File: src/rtl/spi_rtc_pkg.sv
package spi_rtc_pkg;
  localparam int BYTE_W = 8;

  // Implemented-bit mask of each timekeeping register
  function automatic logic [7:0] time_mask(input int idx);
    case (idx)
      1, 2, 3: return 8'h7F;
      4:       return 8'h07;
      5:       return 8'h3F;
      6:       return 8'h9F;
      default: return 8'hFF;
    endcase
  endfunction

  function automatic logic cmd_is_write(input logic [7:0] cmd);
    return cmd[7];
  endfunction
endpackage

File: src/rtl/spi_rtc_sync.sv
module spi_rtc_sync #(
  parameter int STAGES = 2
) (
  input  logic clk,
  input  logic rst_n,
  input  logic sclk,
  input  logic csn,
  input  logic mosi,
  output logic sclk_rise,
  output logic sclk_fall,
  output logic cs_act,
  output logic cs_fall,
  output logic mosi_s
);
  logic [STAGES:0]   sclk_p;
  logic [STAGES:0]   csn_p;
  logic [STAGES-1:0] mosi_p;

  always_ff @(posedge clk or negedge rst_n) begin
    if (!rst_n) begin
      sclk_p <= '1;
      csn_p  <= '1;
      mosi_p <= '0;
    end else begin
      sclk_p <= {sclk_p[STAGES-1:0], sclk};
      csn_p  <= {csn_p[STAGES-1:0], csn};
      mosi_p <= {mosi_p[STAGES-2:0], mosi};
    end
  end

  assign sclk_rise = ~sclk_p[STAGES] & sclk_p[STAGES-1];
  assign sclk_fall = sclk_p[STAGES] & ~sclk_p[STAGES-1];
  assign cs_act    = ~csn_p[STAGES-1];
  assign cs_fall   = csn_p[STAGES] & ~csn_p[STAGES-1];
  assign mosi_s    = mosi_p[STAGES-1];
endmodule

File: src/rtl/spi_rtc_shifter.sv
module spi_rtc_shifter
  import spi_rtc_pkg::*;
(
  input  logic              clk,
  input  logic              rst_n,
  input  logic              cs_act,
  input  logic              sclk_rise,
  input  logic              sclk_fall,
  input  logic              mosi_s,
  input  logic              tx_vld,
  input  logic [BYTE_W-1:0] tx_data,
  output logic              rx_done,
  output logic [BYTE_W-1:0] rx_byte,
  output logic              miso
);
  localparam int CW = $clog2(BYTE_W);
  localparam logic [CW-1:0] LAST = CW'(BYTE_W - 1);

  logic [CW-1:0]     bit_cnt;
  logic [BYTE_W-1:0] rx_sh;
  logic [BYTE_W-1:0] tx_sh;
  logic [BYTE_W-1:0] rx_next;

  assign rx_next = {rx_sh[BYTE_W-2:0], mosi_s};

  always_ff @(posedge clk or negedge rst_n) begin
    if (!rst_n) begin
      bit_cnt <= '0;
      rx_sh   <= '0;
      rx_byte <= '0;
      tx_sh   <= '0;
      rx_done <= 1'b0;
      miso    <= 1'b0;
    end else if (!cs_act) begin
      bit_cnt <= '0;     // partial byte dropped
      rx_sh   <= '0;
      tx_sh   <= '0;
      rx_done <= 1'b0;
      miso    <= 1'b0;
    end else begin
      rx_done <= 1'b0;
      if (sclk_rise) begin
        rx_sh   <= rx_next;
        bit_cnt <= bit_cnt + 1'b1;
        if (bit_cnt == LAST) begin
          rx_done <= 1'b1;
          rx_byte <= rx_next;
        end
      end
      if (tx_vld) begin
        tx_sh <= tx_data;
      end else if (sclk_fall) begin
        miso  <= tx_sh[BYTE_W-1];
        tx_sh <= {tx_sh[BYTE_W-2:0], 1'b0};
      end
    end
  end

  a_r10_abort_clears: assert property (@(posedge clk) disable iff (!rst_n)
    !cs_act |=> (bit_cnt == '0) && !rx_done);
  a_r2_miso_quiet: assert property (@(posedge clk) disable iff (!rst_n)
    !cs_act |=> !miso);
  a_r5_done_after_edge: assert property (@(posedge clk) disable iff (!rst_n)
    rx_done |-> $past(sclk_rise));
endmodule

File: src/rtl/spi_rtc_regs.sv
module spi_rtc_regs
  import spi_rtc_pkg::*;
#(
  parameter int N_TIME  = 8,
  parameter int N_ALARM = 4,
  parameter int N_CLR   = 4,
  parameter int AW      = 4
) (
  input  logic                       clk,
  input  logic                       rst_n,
  input  logic                       cs_act,
  input  logic                       cs_fall,
  input  logic                       rx_done,
  input  logic [BYTE_W-1:0]          rx_byte,
  input  logic [N_TIME*BYTE_W-1:0]   live_time,
  output logic                       tx_vld,
  output logic [BYTE_W-1:0]          tx_data,
  output logic                       wr_en,
  output logic [$clog2(N_TIME)-1:0]  wr_addr,
  output logic [BYTE_W-1:0]          wr_data,
  output logic                       presc_clr
);
  localparam int TW  = $clog2(N_TIME);
  localparam int AIW = (N_ALARM > 1) ? $clog2(N_ALARM) : 1;
  localparam logic [AW-1:0] PTR_TOP = '1;

  logic                                hdr;
  logic                                wmode;
  logic [AW-1:0]                       ptr;
  logic [N_TIME-1:0][BYTE_W-1:0]       shadow;
  logic [N_ALARM-1:0][BYTE_W-1:0]      alarm;

  logic [AW-1:0]     ld_addr;
  logic [AW-1:0]     ld_aoff;
  logic [AW-1:0]     wr_aoff;
  logic              ld_read;
  logic [BYTE_W-1:0] rd_val;

  // Address and data of the byte to be sent next
  always_comb begin
    ld_addr = hdr ? rx_byte[AW-1:0] : ptr + 1'b1;
    ld_read = hdr ? !cmd_is_write(rx_byte) : !wmode;
    ld_aoff = ld_addr - AW'(N_TIME);
    rd_val  = '0;
    if (int'(ld_addr) < N_TIME)
      rd_val = shadow[ld_addr[TW-1:0]] & time_mask(int'(ld_addr));
    else if (int'(ld_addr) < N_TIME + N_ALARM)
      rd_val = alarm[ld_aoff[AIW-1:0]];
  end

  assign tx_vld  = rx_done;
  assign tx_data = ld_read ? rd_val : '0;
  assign wr_aoff = ptr - AW'(N_TIME);

  always_ff @(posedge clk or negedge rst_n) begin
    if (!rst_n) begin
      hdr       <= 1'b1;
      wmode     <= 1'b0;
      ptr       <= '0;
      shadow    <= '0;
      alarm     <= '0;
      wr_en     <= 1'b0;
      wr_addr   <= '0;
      wr_data   <= '0;
      presc_clr <= 1'b0;
    end else begin
      wr_en     <= 1'b0;
      presc_clr <= 1'b0;
      if (cs_fall) begin
        for (int i = 0; i < N_TIME; i++)
          shadow[i] <= live_time[i*BYTE_W +: BYTE_W];
      end
      if (!cs_act) begin
        hdr <= 1'b1;
      end else if (rx_done) begin
        if (hdr) begin
          ptr   <= rx_byte[AW-1:0];
          wmode <= cmd_is_write(rx_byte);
          hdr   <= 1'b0;
        end else begin
          ptr <= ptr + 1'b1;
          if (wmode) begin
            if (int'(ptr) < N_TIME) begin
              wr_en     <= 1'b1;
              wr_addr   <= ptr[TW-1:0];
              wr_data   <= rx_byte & time_mask(int'(ptr));
              presc_clr <= (int'(ptr) < N_CLR);
            end else if (int'(ptr) < N_TIME + N_ALARM) begin
              alarm[wr_aoff[AIW-1:0]] <= rx_byte;
            end
          end
        end
      end
    end
  end

  a_r5_single_strobe: assert property (@(posedge clk) disable iff (!rst_n)
    wr_en |=> !wr_en);
  a_r6_clr_with_low_write: assert property (@(posedge clk) disable iff (!rst_n)
    presc_clr |-> wr_en && (int'(wr_addr) < N_CLR));
  a_r7_no_spare_bits: assert property (@(posedge clk) disable iff (!rst_n)
    wr_en |-> ((wr_data & ~time_mask(int'(wr_addr))) == '0));
  a_r4_shadow_frozen: assert property (@(posedge clk) disable iff (!rst_n)
    (cs_act && !cs_fall) |=> $stable(shadow));
  a_r3_ptr_wrap: assert property (@(posedge clk) disable iff (!rst_n)
    (cs_act && rx_done && !hdr && ptr == PTR_TOP) |=> (ptr == '0));
endmodule

File: src/rtl/spi_rtc_regif.sv
module spi_rtc_regif
  import spi_rtc_pkg::*;
#(
  parameter int N_TIME  = 8,
  parameter int N_ALARM = 4,
  parameter int N_CLR   = 4,
  parameter int AW      = 4,
  parameter int SYNC    = 2
) (
  input  logic                       clk,
  input  logic                       rst_n,
  input  logic                       spi_sclk,
  input  logic                       spi_csn,
  input  logic                       spi_mosi,
  output logic                       spi_miso,
  input  logic [N_TIME*BYTE_W-1:0]   live_time,
  output logic                       cnt_wr_en,
  output logic [$clog2(N_TIME)-1:0]  cnt_wr_addr,
  output logic [BYTE_W-1:0]          cnt_wr_data,
  output logic                       presc_clr
);
  logic              sclk_rise, sclk_fall, cs_act, cs_fall, mosi_s;
  logic              rx_done, tx_vld;
  logic [BYTE_W-1:0] rx_byte, tx_data;

  spi_rtc_sync #(.STAGES(SYNC)) u_sync (
    .clk(clk), .rst_n(rst_n), .sclk(spi_sclk), .csn(spi_csn), .mosi(spi_mosi),
    .sclk_rise(sclk_rise), .sclk_fall(sclk_fall), .cs_act(cs_act),
    .cs_fall(cs_fall), .mosi_s(mosi_s)
  );

  spi_rtc_shifter u_shift (
    .clk(clk), .rst_n(rst_n), .cs_act(cs_act), .sclk_rise(sclk_rise),
    .sclk_fall(sclk_fall), .mosi_s(mosi_s), .tx_vld(tx_vld), .tx_data(tx_data),
    .rx_done(rx_done), .rx_byte(rx_byte), .miso(spi_miso)
  );

  spi_rtc_regs #(.N_TIME(N_TIME), .N_ALARM(N_ALARM), .N_CLR(N_CLR), .AW(AW)) u_regs (
    .clk(clk), .rst_n(rst_n), .cs_act(cs_act), .cs_fall(cs_fall),
    .rx_done(rx_done), .rx_byte(rx_byte), .live_time(live_time),
    .tx_vld(tx_vld), .tx_data(tx_data), .wr_en(cnt_wr_en),
    .wr_addr(cnt_wr_addr), .wr_data(cnt_wr_data), .presc_clr(presc_clr)
  );
endmodule

File: config.mk
export PLATFORM = sky130hd
export DESIGN_NAME = spi_rtc_regif
export DESIGN_NICKNAME = d
export VERILOG_FILES = /design/src/rtl/spi_rtc_pkg.sv /design/src/rtl/spi_rtc_sync.sv /design/src/rtl/spi_rtc_shifter.sv /design/src/rtl/spi_rtc_regs.sv /design/src/rtl/spi_rtc_regif.sv
export SDC_FILE = /design/constraint.sdc
export NUM_CORES = 1
export LEC_CHECK = 0
export BUFFER_PORTS_ARGS = -buffer_cell sky130_fd_sc_hd__buf_2
export CORE_UTILIZATION = 45
export CTS_CLUSTER_DIAMETER = 40
export DETAILED_ROUTE_END_ITERATION = 8
export GPL_ROUTABILITY_DRIVEN = 1
export PLACE_DENSITY = 0.65
export SYNTH_ARGS = -nofsm -noshare
export SYNTH_HDL_FRONTEND = slang
export SYNTH_SLANG_ARGS = --single-unit
File: constraint.sdc
create_clock -name clk -period 2.9 [get_ports clk]
set_clock_uncertainty 0.1 [all_clocks]
set_input_delay 0.29 -clock clk [delete_from_list [all_inputs] [get_ports clk]]
set_output_delay 0.29 -clock clk [all_outputs]
set_load 0.005 [all_outputs]
==> results.yml <==
status:
  status: "completed"
pwr:
  internal-power_mw: 3.684
  p_switching_uw: 982.5
  p_sw_frac: 0.2106
  power.share.clock: 0.468
  p_per_area_nw_per_um2: 598.0
  vdd_drop_max_mv: 0.4310
  p_seq_frac: 0.457
  leakagePower_nw: 3.647
  comb_power_share: 0.075
yosys:
  ys.warnings.count: 0
  synth_nets: 579
  ys_seq_area_frac: 0.5647
  async_flop_share: 1.000
  synth-edff-count: 0
  syn_inst: 504
  synth-seq-cells: 139
  syn_area_sq_um: 6175
  synthFlopType: "dfrtp_1"
  ys_types: 46
  syn_avg_cell_area_sq_um: 12.25
flow_run:
  drv_cap: 0
critical_path:
  worstSetupPathType: "register to register"
  startpoint_type: "register"
  crit_slowest_cell: "mux4_2"
  end_kind: "register"
  r2r_slack_ps: 380
  path_cells: "inv_1 > ha_1 > mux2_4 > mux4_2 > a21oi_1 > a2bb2oi_1 > o21ai_0"
  worstReg2RegStart: "u_regs.ptr[0]$_DFFE_PN0P_"
  cp_top_family: "multiplexers"
  critPathBufInv: 1
  regToRegEndpoint: "u_shift.tx_sh[5]$_DFFE_PN0P_"
  worstPathMaxFanout: 15
  ff2ff_path_depth: 7
  cpPeakStageDelay_ps: 550
  cp-startpoint: "u_regs.ptr[0]$_DFFE_PN0P_"
  crit_end: "u_shift.tx_sh[5]$_DFFE_PN0P_"
  worstPathArrival_ps: 2720
  cp.required_ps: 3100
  crit_cells: 7
cts:
  htree_levels: 4
  cts.sinks: 139
  numCtsBuffers: 17
  cts-root-buf: "clkbuf_16"
  path_clk_slew_ps: 60
  clk_latency_ps: 420
  tritoncts: "built"
  clock_path_buffers: 2
timing:
  worst_pin_slew_ps: 735.6
  hold_violations: 0
  tns_ps: 0
  setup_viol: 0
  slew_headroom: 0.5086
  drv_slew: 0
  fin_crit_ps: 2524
  min_period_over_period: 0.8704
  setup_slack_ps: 375.7
  fmax_mhz: 396.2
  rsz0062_at_grt: "no"
routing:
  wirelength_met1_um: 6310
  initialDrtViolationCount: 223
  wl_met3_um: 593
  totalWireLength_um: 13900
  drc: 0
  maxUsedRoutingLayer: "met4"
  viasPerCell: 5.344
  drt_pre_antenna_iters: 4
  vias: 4339
  wl_met2_um: 6728
  post_drt_wl_per_cell_um: 17.12
  ant_nets: 0
place:
  port_buffers: 70
  post-place-ws_ps: 388.5
  gp_congestion: 0.8562
  post-dp-hpwl_um: 9389
global_route:
  grt_max_degree: 76
  antenna_found_initial: 0
  grt.overflow.total: 0
  grt_pass1_vias: 4515
  grt_usage: 0.2179
  grt_pass1_wl_um: 23510
floorplan:
  fp.dieW_um: 119.1
  dieArea_sq_um: 14190
  coreArea_sq_um: 13300
  ioPinCount: 83
  fp.dieH_um: 119.1
  fp-row-count: 42
  floorplan.initialDensity: 0.4644
finish:
  drive_gt1_frac: 0.3585
  syn_to_final_growth_pct: 26.36
  n_antenna_cell: 0
  fin_nets: 698
  final.fill_count: 1075
hold_path:
  hp-class: "primary input to register"
==> cell usage after synthesis (2+ instances only) <==
| master | n | area (sq um) |
|---|---|---|
| a21o_1 | 2 | 15.01 |
| a21oi_1 | 19 | 95.09 |
| a22o_1 | 3 | 26.28 |
| a31oi_1 | 8 | 50.05 |
| a32oi_1 | 2 | 17.52 |
| and3_1 | 5 | 31.28 |
| buf_1 | 3 | 11.26 |
| buf_2 | 6 | 30.03 |
| buf_4 | 3 | 22.52 |
| clkbuf_1 | 19 | 71.32 |
| dfrtp_1 | 132 | 3303 |
| dfstp_2 | 7 | 183.9 |
| ha_1 | 6 | 75.07 |
| inv_1 | 6 | 22.52 |
| mux2_1 | 2 | 22.52 |
| mux2_2 | 89 | 1002 |
| mux2i_1 | 13 | 130.1 |
| mux4_2 | 10 | 225.2 |
| nand2_1 | 79 | 296.5 |
| nand2b_1 | 5 | 31.28 |
| nand3_1 | 6 | 30.03 |
| nor2_1 | 21 | 78.83 |
| nor2b_1 | 4 | 25.02 |
| nor3_1 | 2 | 10.01 |
| o21a_1 | 3 | 22.52 |
| o21ai_0 | 23 | 115.1 |
| o221ai_1 | 2 | 17.52 |
| o22ai_1 | 2 | 12.51 |
| o31ai_1 | 3 | 22.52 |
| o32ai_1 | 2 | 17.52 |
| xnor2_1 | 2 | 17.52 |
==> registers in the layout (all words and copies together), names as in the netlist <==
| name | flops |
|---|---|
| u_shift.bit_cnt | 3 |
| u_regs.wr_addr | 3 |
| u_regs.ptr | 4 |
| u_regs.wmode | 1 |
| u_shift.rx_sh | 7 |
| u_sync.csn_p | 3 |
| u_shift.rx_done | 1 |
| u_regs.wr_en | 1 |
| u_shift.miso | 1 |
| u_sync.mosi_p | 2 |
| u_regs.presc_clr | 1 |
| u_shift.rx_byte | 8 |
| u_regs.hdr | 1 |
| u_sync.sclk_p | 3 |
| u_regs.alarm | 32 |
| u_regs.wr_data | 8 |
| u_shift.tx_sh | 8 |
| u_regs.shadow | 52 |
==> per-layer routing <==
layer  vias up  global-route usage
li1       2028                   -
met1      2201              0.2877
met2        88              0.3394
met5         -                   0
met3        22             0.05651
met4         0             0.09415
==> worst reg2reg max path: stages, from the launching register on <==
cell       delay, ps
dfrtp_1          480
inv_1            120
ha_1             340
mux2_4           330
mux4_2           550
a21oi_1          180
a2bb2oi_1        190
o21ai_0          110
==> kinds of logic (layout without fill, tap and decap cells) <==
group / after synthesis / after routing / share of synthesized area
adders and majority gates: 6 / 6 / 0.01216
buffers and inverters: 37 / 169 / 0.02553
muxes: 115 / 115 / 0.2259
DFF: 139 / 139 / 0.5647
and+or+nand+nor: 126 / 126 / 0.08673
xor gates and xnor gates: 3 / 3 / 0.005472
AOI/OAI and AO/OA: 78 / 78 / 0.07944
==> what timing repair did <==
| item | 4_1_cts | 5_1_grt |
|---|---|---|
| gates resized for setup | 0 | 0 |
| hold endpoints to repair | 105 | 7 |
| setup endpoints to repair | 0 | 0 |
| hold buffers | 36 | 7 |
| setup buffers | 0 | 0 |
==> per-stage QoR <==
stage / utilization / cell area [sq um] / cells / total power, mW / hold slack, ps
detailed placement: 0.5096 / 6775 / 737 / 2.473 / 242.5
global route: 0.5869 / 7802 / 812 / 4.845 / -1.747
CTS: 0.5816 / 7732 / 805 / 4.707 / 0.5068
floorplan: - / 6175 / 504 / 2.332 / -105.6
finish: 0.5869 / 7802 / 812 / 4.666 / 10.88
global placement: 0.5096 / 6775 / 737 / 2.459 / 236.6
==> how the worst min path moves through the flow <==
stage                                    start                             to  slack (ps)  depth (start not counted)
floorplan                                rst_n    u_regs.alarm[0]$_DFFE_PN0P_        -110                          0
global placement    u_sync.mosi_p[0]$_DFF_PN0_     u_sync.mosi_p[1]$_DFF_PN0_         240                          0
detailed placement  u_sync.mosi_p[0]$_DFF_PN0_     u_sync.mosi_p[1]$_DFF_PN0_         240                          0
CTS                              live_time[16]  u_regs.shadow[16]$_DFFE_PN0P_         0.5                          2
global route                     live_time[20]  u_regs.shadow[20]$_DFFE_PN0P_          -2                          2
finish                           live_time[28]  u_regs.shadow[28]$_DFFE_PN0P_          10                          2
==> final cells by class <==
class / instances / area [sq um] / share of cell area
tap: 176 / 220.2 / 0.02822
timing repair buffer: 131 / 934.6 / 0.1198
clock buffer: 24 / 481.7 / 0.06174
clock inverter: 8 / 115.1 / 0.01475
inverter: 6 / 22.52 / 0.002886
sequential: 139 / 3487 / 0.4469
multi-input combinational: 328 / 2541 / 0.3257
==> power groups by stage <==
stage | clock network [mW] | registers (mW) | logic [mW]
floorplan | 0 | 2.14 | 0.192
global placement | 0 | 2.16 | 0.301
detailed placement | 0 | 2.16 | 0.310
CTS | 2.23 | 2.13 | 0.349
global route | 2.31 | 2.15 | 0.390
finish | 2.18 | 2.13 | 0.351
==> placed cells by master (no fill, tap or decap), drive strengths merged, types with 10 or more instances in the layout <==
cell type / n
clkbuf: 24
nor2: 21
buf: 88
dfrtp: 132
mux4: 10
mux2i: 13
nand2: 79
o21ai: 23
dlygate4sd3: 43
mux2: 92
a21oi: 19
(Power assumes the default switching activity.)
